### src/rtl/exp_avg_pkg.sv
package exp_avg_pkg;

    localparam int DEF_SAMPLE_W = 16;
    localparam int DEF_FRAC_W   = 8;
    localparam int DEF_KSEL_W   = 4;
    localparam int DEF_MAX_SHIFT = 8;

    localparam int CH_SIG  = 0;
    localparam int CH_ZERO = 1;
    localparam int N_CH    = 2;

    typedef enum logic [1:0] {
        UPD_HOLD  = 2'd0,
        UPD_LOAD  = 2'd1,
        UPD_BLEND = 2'd2
    } upd_kind_t;

    function automatic int shift_w(input int max_shift);
        return (max_shift < 1) ? 1 : $clog2(max_shift + 1);
    endfunction

endpackage

### src/rtl/exp_avg_chan.sv
module exp_avg_chan
    import exp_avg_pkg::*;
#(
    parameter int SAMPLE_W  = DEF_SAMPLE_W,
    parameter int FRAC_W    = DEF_FRAC_W,
    parameter int KSEL_W    = DEF_KSEL_W,
    parameter int MAX_SHIFT = DEF_MAX_SHIFT
) (
    input  logic                       clk,
    input  logic                       rst,
    input  logic                       clr,
    input  logic [KSEL_W-1:0]          ksel,
    input  logic                       smp_vld,
    input  logic signed [SAMPLE_W-1:0] smp,
    output logic signed [SAMPLE_W-1:0] avg,
    output logic                       upd_q
);
    localparam int ACC_W = SAMPLE_W + FRAC_W;
    localparam int SH_W  = shift_w(MAX_SHIFT);

    logic signed [ACC_W-1:0] acc_q, acc_d;
    logic signed [ACC_W:0]   tgt, dlt, stp;
    logic [SH_W-1:0]         sh;
    logic                    pend_q;
    upd_kind_t               kind;

    always_comb begin
        if (ksel > KSEL_W'(MAX_SHIFT))
            sh = SH_W'(MAX_SHIFT);
        else
            sh = SH_W'(ksel);
    end

    always_comb begin
        if (!smp_vld)
            kind = UPD_HOLD;
        else if (pend_q || clr || sh == '0)
            kind = UPD_LOAD;
        else
            kind = UPD_BLEND;
    end

    always_comb begin
        tgt = $signed({smp[SAMPLE_W-1], smp, {FRAC_W{1'b0}}});
        dlt = tgt - $signed({acc_q[ACC_W-1], acc_q});
        stp = dlt >>> sh;
        case (kind)
            UPD_LOAD:  acc_d = tgt[ACC_W-1:0];
            UPD_BLEND: acc_d = acc_q + stp[ACC_W-1:0];
            default:   acc_d = acc_q;
        endcase
    end

    always_ff @(posedge clk) begin
        if (rst) begin
            acc_q  <= '0;
            pend_q <= 1'b1;
            upd_q  <= 1'b0;
        end else begin
            acc_q <= acc_d;
            upd_q <= smp_vld;
            if (smp_vld)
                pend_q <= 1'b0;
            else if (clr)
                pend_q <= 1'b1;
        end
    end

    assign avg = acc_q[ACC_W-1:FRAC_W];

    AST_DIRECT_LOAD: assert property (@(posedge clk) disable iff (rst)
        (smp_vld && (pend_q || clr || ksel == '0)) |=> (avg == $past(smp)))
        else $error("direct load mismatch");

    AST_IDLE_HOLD: assert property (@(posedge clk) disable iff (rst)
        !smp_vld |=> $stable(acc_q))
        else $error("average moved without a sample");

    AST_STEP_UP: assert property (@(posedge clk) disable iff (rst)
        (smp_vld && !dlt[ACC_W]) |=>
            (acc_q >= $past(acc_q)) && ($signed({acc_q[ACC_W-1], acc_q}) <= $past(tgt)))
        else $error("upward step out of bounds");

    AST_STEP_DOWN: assert property (@(posedge clk) disable iff (rst)
        (smp_vld && dlt[ACC_W]) |=>
            (acc_q <= $past(acc_q)) && ($signed({acc_q[ACC_W-1], acc_q}) >= $past(tgt)))
        else $error("downward step out of bounds");

endmodule

### src/rtl/exp_avg_diff.sv
module exp_avg_diff
    import exp_avg_pkg::*;
#(
    parameter int SAMPLE_W = DEF_SAMPLE_W
) (
    input  logic                       clk,
    input  logic                       rst,
    input  logic                       sig_upd,
    input  logic signed [SAMPLE_W-1:0] sig_avg,
    input  logic signed [SAMPLE_W-1:0] zero_avg,
    output logic signed [SAMPLE_W-1:0] res_diff,
    output logic                       res_vld
);
    localparam logic signed [SAMPLE_W-1:0] POS_LIM = {1'b0, {(SAMPLE_W-1){1'b1}}};
    localparam logic signed [SAMPLE_W-1:0] NEG_LIM = {1'b1, {(SAMPLE_W-1){1'b0}}};

    logic signed [SAMPLE_W:0]   raw;
    logic signed [SAMPLE_W-1:0] sat;

    always_comb begin
        raw = $signed({sig_avg[SAMPLE_W-1], sig_avg}) - $signed({zero_avg[SAMPLE_W-1], zero_avg});
        if (raw[SAMPLE_W] != raw[SAMPLE_W-1])
            sat = raw[SAMPLE_W] ? NEG_LIM : POS_LIM;
        else
            sat = raw[SAMPLE_W-1:0];
    end

    always_ff @(posedge clk) begin
        if (rst) begin
            res_diff <= '0;
            res_vld  <= 1'b0;
        end else begin
            res_vld <= sig_upd;
            if (sig_upd)
                res_diff <= sat;
        end
    end

    AST_STROBE_FOLLOWS: assert property (@(posedge clk) disable iff (rst)
        sig_upd |=> res_vld)
        else $error("missing result strobe");

    AST_STROBE_QUIET: assert property (@(posedge clk) disable iff (rst)
        !sig_upd |=> !res_vld)
        else $error("spurious result strobe");

    AST_DIFF_SIGN: assert property (@(posedge clk) disable iff (rst)
        res_vld |-> (res_diff[SAMPLE_W-1] == ($past(sig_avg) < $past(zero_avg))))
        else $error("difference sign wrong");

endmodule

### src/rtl/exp_avg_top.sv
module exp_avg_top
    import exp_avg_pkg::*;
#(
    parameter int SAMPLE_W  = DEF_SAMPLE_W,
    parameter int FRAC_W    = DEF_FRAC_W,
    parameter int KSEL_W    = DEF_KSEL_W,
    parameter int MAX_SHIFT = DEF_MAX_SHIFT
) (
    input  logic                       clk,
    input  logic                       rst,
    input  logic                       clr,
    input  logic [KSEL_W-1:0]          ksel,
    input  logic                       sig_vld,
    input  logic signed [SAMPLE_W-1:0] sig_smp,
    input  logic                       zero_vld,
    input  logic signed [SAMPLE_W-1:0] zero_smp,
    output logic signed [SAMPLE_W-1:0] sig_avg,
    output logic signed [SAMPLE_W-1:0] zero_avg,
    output logic signed [SAMPLE_W-1:0] res_diff,
    output logic                       res_vld
);
    logic                       ch_vld [N_CH];
    logic signed [SAMPLE_W-1:0] ch_smp [N_CH];
    logic signed [SAMPLE_W-1:0] ch_avg [N_CH];
    logic                       ch_upd [N_CH];

    assign ch_vld[CH_SIG]  = sig_vld;
    assign ch_smp[CH_SIG]  = sig_smp;
    assign ch_vld[CH_ZERO] = zero_vld;
    assign ch_smp[CH_ZERO] = zero_smp;

    for (genvar g = 0; g < N_CH; g++) begin : g_chan
        exp_avg_chan #(
            .SAMPLE_W (SAMPLE_W),
            .FRAC_W   (FRAC_W),
            .KSEL_W   (KSEL_W),
            .MAX_SHIFT(MAX_SHIFT)
        ) u_chan (
            .clk    (clk),
            .rst    (rst),
            .clr    (clr),
            .ksel   (ksel),
            .smp_vld(ch_vld[g]),
            .smp    (ch_smp[g]),
            .avg    (ch_avg[g]),
            .upd_q  (ch_upd[g])
        );
    end

    assign sig_avg  = ch_avg[CH_SIG];
    assign zero_avg = ch_avg[CH_ZERO];

    exp_avg_diff #(
        .SAMPLE_W(SAMPLE_W)
    ) u_diff (
        .clk     (clk),
        .rst     (rst),
        .sig_upd (ch_upd[CH_SIG]),
        .sig_avg (ch_avg[CH_SIG]),
        .zero_avg(ch_avg[CH_ZERO]),
        .res_diff(res_diff),
        .res_vld (res_vld)
    );

    AST_ZERO_NO_STROBE: assert property (@(posedge clk) disable iff (rst)
        (!sig_vld && zero_vld) |=> ##1 !res_vld)
        else $error("baseline sample produced a result");

endmodule

### config.mk
export PLATFORM = sky130hd
export DESIGN_NAME = exp_avg_top
export DESIGN_NICKNAME = d
export VERILOG_FILES = /design/src/rtl/exp_avg_pkg.sv /design/src/rtl/exp_avg_chan.sv /design/src/rtl/exp_avg_diff.sv /design/src/rtl/exp_avg_top.sv
export SDC_FILE = /design/constraint.sdc
export NUM_CORES = 1
export LEC_CHECK = 0
export ABC_AREA = 1
export ABC_CLOCK_PERIOD_IN_PS = 5000
export BUFFER_PORTS_ARGS = -buffer_cell sky130_fd_sc_hd__clkbuf_2
export CAP_MARGIN = 20
export CORE_MARGIN = 5
export CORE_UTILIZATION = 40
export DETAILED_ROUTE_END_ITERATION = 10
export PLACE_DENSITY = 0.54
export SYNTH_ARGS = -nofsm -noshare
export SYNTH_HDL_FRONTEND = slang
export SYNTH_HIERARCHICAL = 1
export SYNTH_SLANG_ARGS = --single-unit
### constraint.sdc
create_clock -name clk -period 5 [get_ports clk]
set_clock_uncertainty 0.05 [all_clocks]
set_input_delay 0.5 -clock clk [delete_from_list [all_inputs] [get_ports clk]]
set_output_delay 0.5 -clock clk [all_outputs]
set_load 0.01 [all_outputs]
# After elaboration in Yosys (flattened, before gate mapping)

Cells that the tools add are included.

Register bits after elaboration: 68
Word-level logic and storage cells: 41
Bits of input ports: 41

Shift-type cells: 2
Reductions and logical operators: 9
Mux-type cells: 12
Eq/ne operators: 5
$lt $le $gt $ge: 1
Add/sub/neg operators: 5

Operators with widths:

| operator           | number |
|---|---|
| $pmux 24 s2        | 2 |
| $sshr 25x4->24     | 2 |
| $sub 24x24->25     | 2 |
| $add 24x24->24     | 2 |
| $mux 16            | 2 |
| $sub 16x16->17     | 1 |
| $mux 2             | 4 |
| $reduce_bool 2->1  | 4 |
| $eq 2x1->1 const B | 2 |
| $eq 2x2->1 const B | 2 |
| $gt 4x4->1 const B | 1 |
| $logic_not 4->1    | 1 |
| $logic_or 1x1->1   | 4 |
| $mux 4             | 1 |
| $mux 1             | 3 |
| $ne 1x1->1         | 1 |

# Longest topological paths before layout

Gate-level depths: netlist of run 1.

Word-level depth: 8
Gate-level depth with buffers: 32
Gate-level depth less buffers: 32

# Cells and area by module

Netlist of run 1, hierarchy kept.

Modules (own cells, without submodules):

| module                          | times used | cells an instance | area each (sq um) |
|---|---|---|---|
| exp_avg_chan (g_chan[1].u_chan) | 1          | 815               | 4658.2 |
| exp_avg_chan (g_chan[0].u_chan) | 1          | 769               | 4505.6 |
| exp_avg_diff                    | 1          | 254               | 1652.8 |

# Least setup slack after synthesis of run 1

OpenSTA, ideal clock, no wires.

Path type: in2reg
Start: input port sig_smp[2]
End: register g_chan[0].u_chan.acc_q[18]
Slack: 1.181 ns
Data arrival time: 3.637 ns
Cell stages on the path: 21
Cell sequence: ha_1 -> a21oi_1 -> nand2_1 -> a21oi_2 -> xor2_1 -> nand2_1 -> o21ai_0 -> nand2_1 -> o21ai_0 -> a21oi_1 -> ha_1 -> fa_1 -> nand3_1 -> nand2_1 -> a21oi_1 -> o21ai_1 -> a21oi_1 -> o31ai_1 -> or2_2 -> nand3_1 -> a21oi_1

Longest elaborated chain between the ends: 4

RTL lines:

| element                | RTL line           | source |
|---|---|---|
| start: declaration     | exp_avg_top.sv:14  | `input logic signed [SAMPLE_W-1:0] sig_smp,` |
| $sub 24x24->25         | exp_avg_chan.sv:45 | `dlt = tgt - $signed({acc_q[ACC_W-1], acc_q});` |
| $sshr 25x4->24         | exp_avg_chan.sv:46 | `stp = dlt >>> sh;` |
| $add 24x24->24         | exp_avg_chan.sv:49 | `UPD_BLEND: acc_d = acc_q + stp[ACC_W-1:0];` |
| $pmux 24 s2            | exp_avg_chan.sv:47 | `case (kind)` |
| end signal: assignment | exp_avg_chan.sv:56 | `acc_q <= '0;` |
| end signal: assignment | exp_avg_chan.sv:60 | `acc_q <= acc_d;` |
| end: declaration       | exp_avg_chan.sv:21 | `logic signed [ACC_W-1:0] acc_q, acc_d;` |

No other way between the ends.
A chain may end at the register's enable or synchronous reset.

# Final worst setup path of run 1

Start: register g_chan[1].u_chan.acc_q[18]
End: register g_chan[1].u_chan.acc_q[21]

Longest elaborated chain between the ends: 4

RTL lines:

| element                  | RTL line |
|---|---|
| start: declaration       | exp_avg_chan.sv:21 |
| start signal: assignment | exp_avg_chan.sv:56 |
| start signal: assignment | exp_avg_chan.sv:60 |
| $sub 24x24->25           | exp_avg_chan.sv:45 |
| $sshr 25x4->24           | exp_avg_chan.sv:46 |
| $add 24x24->24 (*)       | exp_avg_chan.sv:49 |
| $pmux 24 s2 (*)          | exp_avg_chan.sv:47 |

Every way passes the cells marked *; elsewhere a longest branch is shown, timed or not.

==> flow_results.org, run 1 <==
** Clocking
- Number of buffers inserted to repair setup after CTS :: 0
- Clock Latency Late Sink :: 0.35 ns
- Root buf cell :: sky130_fd_sc_hd__clkbuf_16
- In this run, CTS created clock tree buffers numbering 9.
- CTS Sinks :: 68
- CTS tree :: yes
- After clock tree synthesis, the clock-pin slew on the worst setup and hold paths is 0.06 ns.
- The clock passes through at most 2 buffers.
- H-tree level count :: 3

** Worst setup path
- In this run the critical register-to-register path is captured at g_chan[1].u_chan/acc_q[21]$_SDFFE_PP0P_.
- Together, buffers and inverters on the worst path number 1.
- Grouping stages by cell kind, the critical path spends the most delay in compound AO/OA/AOI/OAI gates.
- Capturing element type of the critical path :: flop
- The most critical setup path has its startpoint at g_chan[1].u_chan/acc_q[18]$_SDFFE_PP0P_.
- Kind of start point of the critical path :: flop
- Cell-by-cell listing of the critical path :: inv_1 -> ha_1 -> nand2_1 -> nor3_2 -> nand4_1 -> a31o_1 -> nand3_1 -> nand3_1 -> o21ai_2 -> o22ai_1 -> a21oi_1 -> ha_1 -> a21oi_1 -> o21ai_0 -> a21oi_1 -> nand3_1 -> a31o_2 -> or2_2 -> nand3_1 -> nand2_1 -> a21oi_1
- Across all register-to-register paths, the minimum setup slack is 0.35 ns.
- At the worst endpoint, the required time is 5.23 ns.
- In this run the critical register-to-register path is launched from g_chan[1].u_chan/acc_q[18]$_SDFFE_PP0P_.
- Critical path class :: reg -> reg
- The worst register-to-register path has a depth of 21.
- Standard cell with the maximum stage delay on the critical path :: sky130_fd_sc_hd__dfxtp_1
- Largest incremental delay on the critical path :: 0.54 ns
- Signal arrival time at the worst endpoint :: 4.87 ns
- Of all nets on the critical path, the largest fanout is 7.

** Timing
- Setup TNS :: 0 ns
- Post-route fraction of the period consumed by the critical path :: 0.929
- Final slew viol count :: 0
- Achievable Freq :: 215 MHz
- Post-layout minimum cycle time :: 4.65 ns
- Least-Margin Pin Slew :: 0.866 ns
- Max-slew headroom :: 0.419
- RSZ-0062 raised after global routing :: false
- Final hold violations :: 0
- Setup slack closes at 0.353 ns.
- Setup violations remaining at the end of the flow were counted as 0.

** Flow run
- Number of max-cap violations :: 0

** Drt
- Avg Vias per Cell :: 5.39
- The first detailed-routing pass ran for 7 iterations.
- Detailed-route wire length :: 38,300 microns
- In this run, the number of DRC markers left after iteration 0 of detailed routing was 868.
- DRC viols :: 0
- Vias post-DR :: 12.1k
- After detailed routing, the average wire length per cell comes to 17.1 microns.
- Once detail routing completed, the nets flagged for antenna violations numbered 0.

** Floorplan
- For this configuration, the core starts out at a cell density of 0.404.
- Die Ht :: 174 microns
- In this run the horizontal extent of the chip is 174 microns.
- Core area :: 26,700 sq um
- Die outline area :: 30,400 sq um
- Row count :: 60
- Number of I/O pins :: 90

** Yosys
- Summing every instance area after synthesis gives 10,800 sq um.
- Counting every net in the synthesized netlist gives 1,980.
- Number of cells produced by synthesis :: 1,836
- Warnings from Yosys :: 6
- Dividing the synthesized area by the synthesized cell count gives 5.88 sq um.

** Cells and area
- N_diodes :: 0
- Excluding fillers, the count of instances in the completed layout stands at 2,244.
- Proportion of layout cells with a drive suffix above 1 :: 0.141
- In the final design database the tool counted 2,042 nets.
- Non-Filler Cell Area, Final :: 11,800 sq um
- Area grow syn2layout :: 9.46%

** Placed design
- Post-Place Cells :: 2,228
- At the end of routability-driven placement, the weighted congestion stood at 0.963.
- The count of buffers added on input and output ports is 89.
- Post-DP HPWL :: 31,800 microns
- Prior to clock tree synthesis, the placed netlist has a worst setup slack of 0.126 ns.
- The placed instances occupy a cell area of 11,500 sq um.

** Global routing
- Across every metal layer, demand over resource in global routing totals 0.245.
- The number of antenna violations at the first check in global routing is 0.
- Maximum number of pins on one net before global-route repair :: 52
- The total overflow left after global routing is 0.
- Global-route wire length before repair :: 60,800 microns
- The via count of the first global-routing pass came to 11.2k.

** Min path
- Hold Crit Depth :: 2
- Worst-case hold path end point :: u_diff/res_diff[5]$_SDFFE_PP0P_
- Startpoint of the tightest hold check path :: rst
- Hold WC Path Type :: in -> reg

** Power
- Dividing total power by cell area gives a power density of 273 nW/um^2.
- Power comes to 3.23 mW.
- In this run the static leakage power is 6.06 nW.
- Peak supply drop :: 152 uV

** Run status
- The run finished with clean final reports.
-- per-stage QoR --
| step | hold slack (ns) | utilization |
|---|---|---|
| after detailed placement | 0.406 | 0.431 |
| final | 0.360 | 0.442 |
| after CTS | 0.353 | 0.442 |
| after floorplan | 0.405 | - |
| after global routing | 0.353 | 0.442 |
| after global placement | 0.404 | 0.431 |
-- worst max-delay path by stage --
stage                                                    endpoint  slack [ns]  depth (start not counted)
after CTS                 g_chan[1].u_chan/acc_q[21]$_SDFFE_PP0P_        0.24                         21
after detailed placement  g_chan[1].u_chan/acc_q[21]$_SDFFE_PP0P_        0.13                         23
after global routing      g_chan[1].u_chan/acc_q[23]$_SDFFE_PP0P_        0.03                         26
after global placement    g_chan[1].u_chan/acc_q[21]$_SDFFE_PP0P_        0.07                         23
after floorplan           g_chan[0].u_chan/acc_q[18]$_SDFFE_PP0P_        1.18                         21
final                     g_chan[1].u_chan/acc_q[21]$_SDFFE_PP0P_        0.35                         21
-- placed cells by master, fill, tap and decap left out, drive strengths merged, types with 8 or more instances in the layout --
| cell | count |
|---|---|
| o21ai | 127 |
| nor2 | 130 |
| ha | 100 |
| a31oi | 23 |
| a21o | 9 |
| clkbuf | 98 |
| nand3 | 143 |
| nand2 | 568 |
| nand4 | 15 |
| a21oi | 182 |
| xnor2 | 17 |
| xor2 | 35 |
| o21bai | 16 |
| or2 | 18 |
| dfxtp | 68 |
| clkinv | 8 |
| nor4 | 8 |
| nor3 | 10 |
| inv | 222 |
| buf | 41 |
| a31o | 13 |
-- power by group --
part / total (mW) / leakage [nW] / switching (mW) / internal [mW]
combinational: 1.94 / 5.35 / 1.27 / 0.668
sequential: 0.621 / 0.560 / 0.0402 / 0.581
clock: 0.673 / 0.147 / 0.283 / 0.390
total: 3.23 / 6.06 / 1.59 / 1.64
-- sequential cells by signal (all words and copies together) (netlist names) --
signal,count
g_chan.u_chan/acc_q,48
g_chan.u_chan/pend_q,2
g_chan.u_chan/upd_q,1
u_diff/res_diff,16
u_diff/res_vld,1
-- layer usage --
metal  routed length, microns  vias up  share of wire  GRT usage
li1                         -     6189              -          -
met1                    19500     5565           0.51      0.366
met2                    16200      292           0.42      0.374
met3                     1770       40          0.046     0.0296
met4                      774        0          0.020     0.0587
met5                        0        -              0          0
-- timing repair --
item | in CTS | in global routing
hold buffers | 0 | 0
resized for setup | 0 | 2
setup endpoints to repair | 0 | 3
-- cell type report --
class	instances	area (sq um)
clock inverters	7	76.3
repair buffers	130	753
multi-input cells	1464	8130
flip-flops and latches	68	1360
clock buffers	9	225
well taps	341	427
fillers	3006	14900
inverters	225	845
No activity file was read; power rests on OpenSTA's default activity.
==> run 2, diff against run 1 <==
Settings changed: CORE_UTILIZATION 40 to 51, PLACE_DENSITY 0.54 to 0.67.
==> flow_results.org, run 2 (synthesized netlist as in run 1, its figures left out) <==
** Power
- Pwr per Cell Area :: 273 nW/um^2 (about the same)
- Reported leakage power :: 6.03 nW (-0.58%)
- Peak supply drop :: 159 uV (+5.0%)

** Floorplan
- The die outline height came to 155 microns (-11%).
- The number of standard-cell rows in the floorplan came to 53 (-12%).
- The die boundary width was 155 microns (-11%).
- The core area is 21,000 sq um (-22%).
- The floorplan die area came to 24,200 sq um (-20%).
- The I/O pin count came to 90 (unchanged).
- Initial Utilization :: 0.515 (+0.111)

** Timing
- The final worst slack is 0.349 ns (-0.00419 ns).
- Number of endpoints failing setup at the final stage :: 0 (unchanged)
- Max-slew headroom :: 0.463 (+0.0442)
- Setup repair after global routing left no endpoint under its margin.
- The summed negative setup slack over all endpoints is 0 ns (unchanged).
- Post-route fraction of the period consumed by the critical path :: 0.930 (about the same)
- Post-layout minimum cycle time :: 4.65 ns (+0.00419 ns)
- Achievable Freq :: 215 MHz (about the same)
- Final slew viol count :: 0 (unchanged)
- The worst hold-check slack is 0.385 ns (+0.0256 ns).
- Least-Margin Pin Slew :: 0.800 ns (-0.0659 ns)
- The number of hold violations in the final report is 0 (unchanged).

** Drt
- First-pass DRT Iterations :: 7 (unchanged)
- The number of antenna-violating nets in the routed design came to 0 (unchanged).
- The routed wire length is 35,600 microns (-7.0%).
- The average wire length per cell after detail routing is 16.4 microns (-3.9%).
- The number of vias after detailed routing was 12.2k (+0.95%).
- The post-detailed-route DRC marker count is 0 (unchanged).
- The number of vias per cell came to 5.62 (+4.3%).
- Starting DRT DRC Count :: 1,150 (+32%)

** Worst setup path
- Setup slack, reg-to-reg :: 0.35 ns (about the same)
- The worst setup path is captured at a flop.
- The endpoint identified for the worst register-to-register timing path is g_chan[1].u_chan/acc_q[21]$_SDFFE_PP0P_.
- The largest fanout on the critical path is 7 (unchanged).
- The arrival time at the worst endpoint is 4.87 ns (about the same).
- Logic depth of the worst register-to-register path :: 25 (+19%)
- Kind of start point of the critical path :: flop
- FF-to-FF Start :: g_chan[1].u_chan/acc_q[16]$_SDFFE_PP0P_
- By startpoint and endpoint, the worst setup path is classified as reg -> reg.
- The critical path required time came to 5.22 ns (about the same).

** Clocking
- Clock Latency Late Sink :: 0.34 ns (about the same)
- Hold buffer count at CTS :: 0 (unchanged)
- Root buf cell :: sky130_fd_sc_hd__clkbuf_16
- The post-CTS setup buffer count is 0 (unchanged).
- CTS Sinks :: 68 (unchanged)
- The CTS H-tree depth was 3 (unchanged).
- The deepest clock path buffer count is 2 (unchanged).
- Total CTS buffers :: 9 (unchanged)
- The total of cells resized after clock tree synthesis was 0 (unchanged).
- CTS tree :: yes
- The clock slew at the register clock pins of the worst setup and hold paths is 0.06 ns (about the same).

** Global routing
- Initial antenna violation count :: 0 (unchanged)
- The wire length of the first global-routing pass came to 57,400 microns (-5.6%).
- The pin count of the biggest net entering global routing was 56 (+7.7%).
- Grt ovf :: 0 (unchanged)
- After global routing, the most crowded layer is met2.
- The met2 track utilization from global routing came to 0.445 (+0.0703).
- The via count of the first global-routing pass is 11.1k (-1.4%).
- The met3 track utilization from global routing is 0.0317 (+0.00213).
- Grt met1 use :: 0.432 (+0.0657)
- The total global routing track utilization is 0.290 (+0.0442).

** Cells and area
- In the layout the commonest cells are 541 x sky130_fd_sc_hd__nand2_1, 214 x sky130_fd_sc_hd__inv_1, 162 x sky130_fd_sc_hd__a21oi_1.
- Proportion of layout cells with a drive suffix above 1 :: 0.138 (-0.00317)
- N_diodes :: 0 (unchanged)
- The count of nets after finishing came to 2,035 (-0.34%).
- Most common library cell in the layout ignoring fill and taps :: sky130_fd_sc_hd__nand2_1
- Final instance count without filler cells :: 2,171 (-3.3%)
- Ranked by flip-flop count, first place goes to g_chan.u_chan/acc_q.
- Area grow syn2layout :: 8.36%
- Largest registers in the final layout :: g_chan.u_chan/acc_q (48), u_diff/res_diff (16), g_chan.u_chan/pend_q (2)
- The flip-flop count of the largest register, all copies and words added is 48 (unchanged).

** Placed design
- The post-detailed-placement half-perimeter wirelength was 29,400 microns (-7.5%).
- The placer's final routability congestion estimate is 1.01 (+5.1%).
- The cell count after placement is 2,155 (-3.3%).
- The pre-CTS setup slack came to 0.285 ns (+0.159 ns).
- The total of buffers placed on input and output ports came to 89 (unchanged).

** Min path
- The hold-critical path depth was 3 (+1).
- Startpoint of the tightest hold check path :: clr
- For hold timing, the worst endpoint is g_chan[0].u_chan/pend_q$_SDFFE_PP1P_.
- In this run the worst hold path is classified as in -> reg.

** Run status
- Run status :: finished clean

** Flow run
- The max-capacitance violation count came to 0 (unchanged).
==> run 2: power breakdown <==
group | total [mW] | leakage (nW) | switching (mW) | internal [mW]
Sequential | 0.627 | 0.559 | 0.0464 | 0.581
Clock | 0.671 | 0.148 | 0.257 | 0.414
Combinational | 1.90 | 5.32 | 1.24 | 0.662
==> run 2: worst max-delay path by stage <==
stage               slack (ns)  cells after the start                                     from                                      end
finish                    0.35                     25  g_chan[1].u_chan/acc_q[16]$_SDFFE_PP0P_  g_chan[1].u_chan/acc_q[21]$_SDFFE_PP0P_
global route              0.02                     28  g_chan[1].u_chan/acc_q[13]$_SDFFE_PP0P_  g_chan[1].u_chan/acc_q[22]$_SDFFE_PP0P_
CTS                       0.33                     26  g_chan[1].u_chan/acc_q[16]$_SDFFE_PP0P_  g_chan[1].u_chan/acc_q[23]$_SDFFE_PP0P_
detailed placement        0.28                     26                              zero_smp[8]  g_chan[1].u_chan/acc_q[23]$_SDFFE_PP0P_
global placement          0.25                     25                              zero_smp[8]  g_chan[1].u_chan/acc_q[21]$_SDFFE_PP0P_
floorplan                 1.18                     21                               sig_smp[2]  g_chan[0].u_chan/acc_q[18]$_SDFFE_PP0P_
==> run 2: cell type report <==
cell class	count	area (sq um)
clock inverters	5	58.8
flip-flops and latches	68	1360
multi-input cells	1464	8130
repair buffers	123	701
clock buffers	11	253
fillers	2226	9260
inverters	225	845
well taps	275	344
==> run 2: metrics by stage <==
step / cell area, sq um / utilization / power [mW]
6_report: 11700 / 0.558 / 3.20
5_1_grt: 11700 / 0.558 / 3.48
4_1_cts: 11700 / 0.557 / 3.18
3_5_place_dp: 11400 / 0.543 / 2.49
3_3_place_gp: 11400 / 0.543 / 2.48
2_1_floorplan: 10800 / - / 2.07
==> run 2: worst max-delay path: stages, from the launching register on <==
cell                      delay [ns]
sky130_fd_sc_hd__dfxtp_1        0.46
sky130_fd_sc_hd__inv_1          0.08
sky130_fd_sc_hd__ha_1           0.43
sky130_fd_sc_hd__nand2_1        0.14
sky130_fd_sc_hd__nor2_1         0.14
sky130_fd_sc_hd__inv_1          0.08
sky130_fd_sc_hd__nor2_1         0.18
sky130_fd_sc_hd__nand3_1        0.16
sky130_fd_sc_hd__nand3_1        0.15
sky130_fd_sc_hd__nand2_1        0.10
sky130_fd_sc_hd__a21o_1         0.18
sky130_fd_sc_hd__nand3_1        0.09
sky130_fd_sc_hd__nand3_1        0.10
sky130_fd_sc_hd__o21ai_2        0.11
sky130_fd_sc_hd__o22ai_1        0.10
sky130_fd_sc_hd__a21oi_1        0.20
sky130_fd_sc_hd__ha_1           0.34
sky130_fd_sc_hd__a21oi_1        0.21
sky130_fd_sc_hd__o21ai_0        0.16
sky130_fd_sc_hd__a21oi_1        0.16
sky130_fd_sc_hd__nand3_1        0.18
sky130_fd_sc_hd__a31o_2         0.25
sky130_fd_sc_hd__or2_2          0.26
sky130_fd_sc_hd__nand3_1        0.07
sky130_fd_sc_hd__nand2_1        0.06
sky130_fd_sc_hd__a21oi_1        0.11
==> run 2: metal layers <==
| layer | part of all wire | routed length (microns) |
|---|---|---|
| met1 | 0.48 | 17100 |
| met2 | 0.42 | 15000 |
| met3 | 0.074 | 2640 |
| met4 | 0.024 | 855 |
| met5 | 0 | 0 |
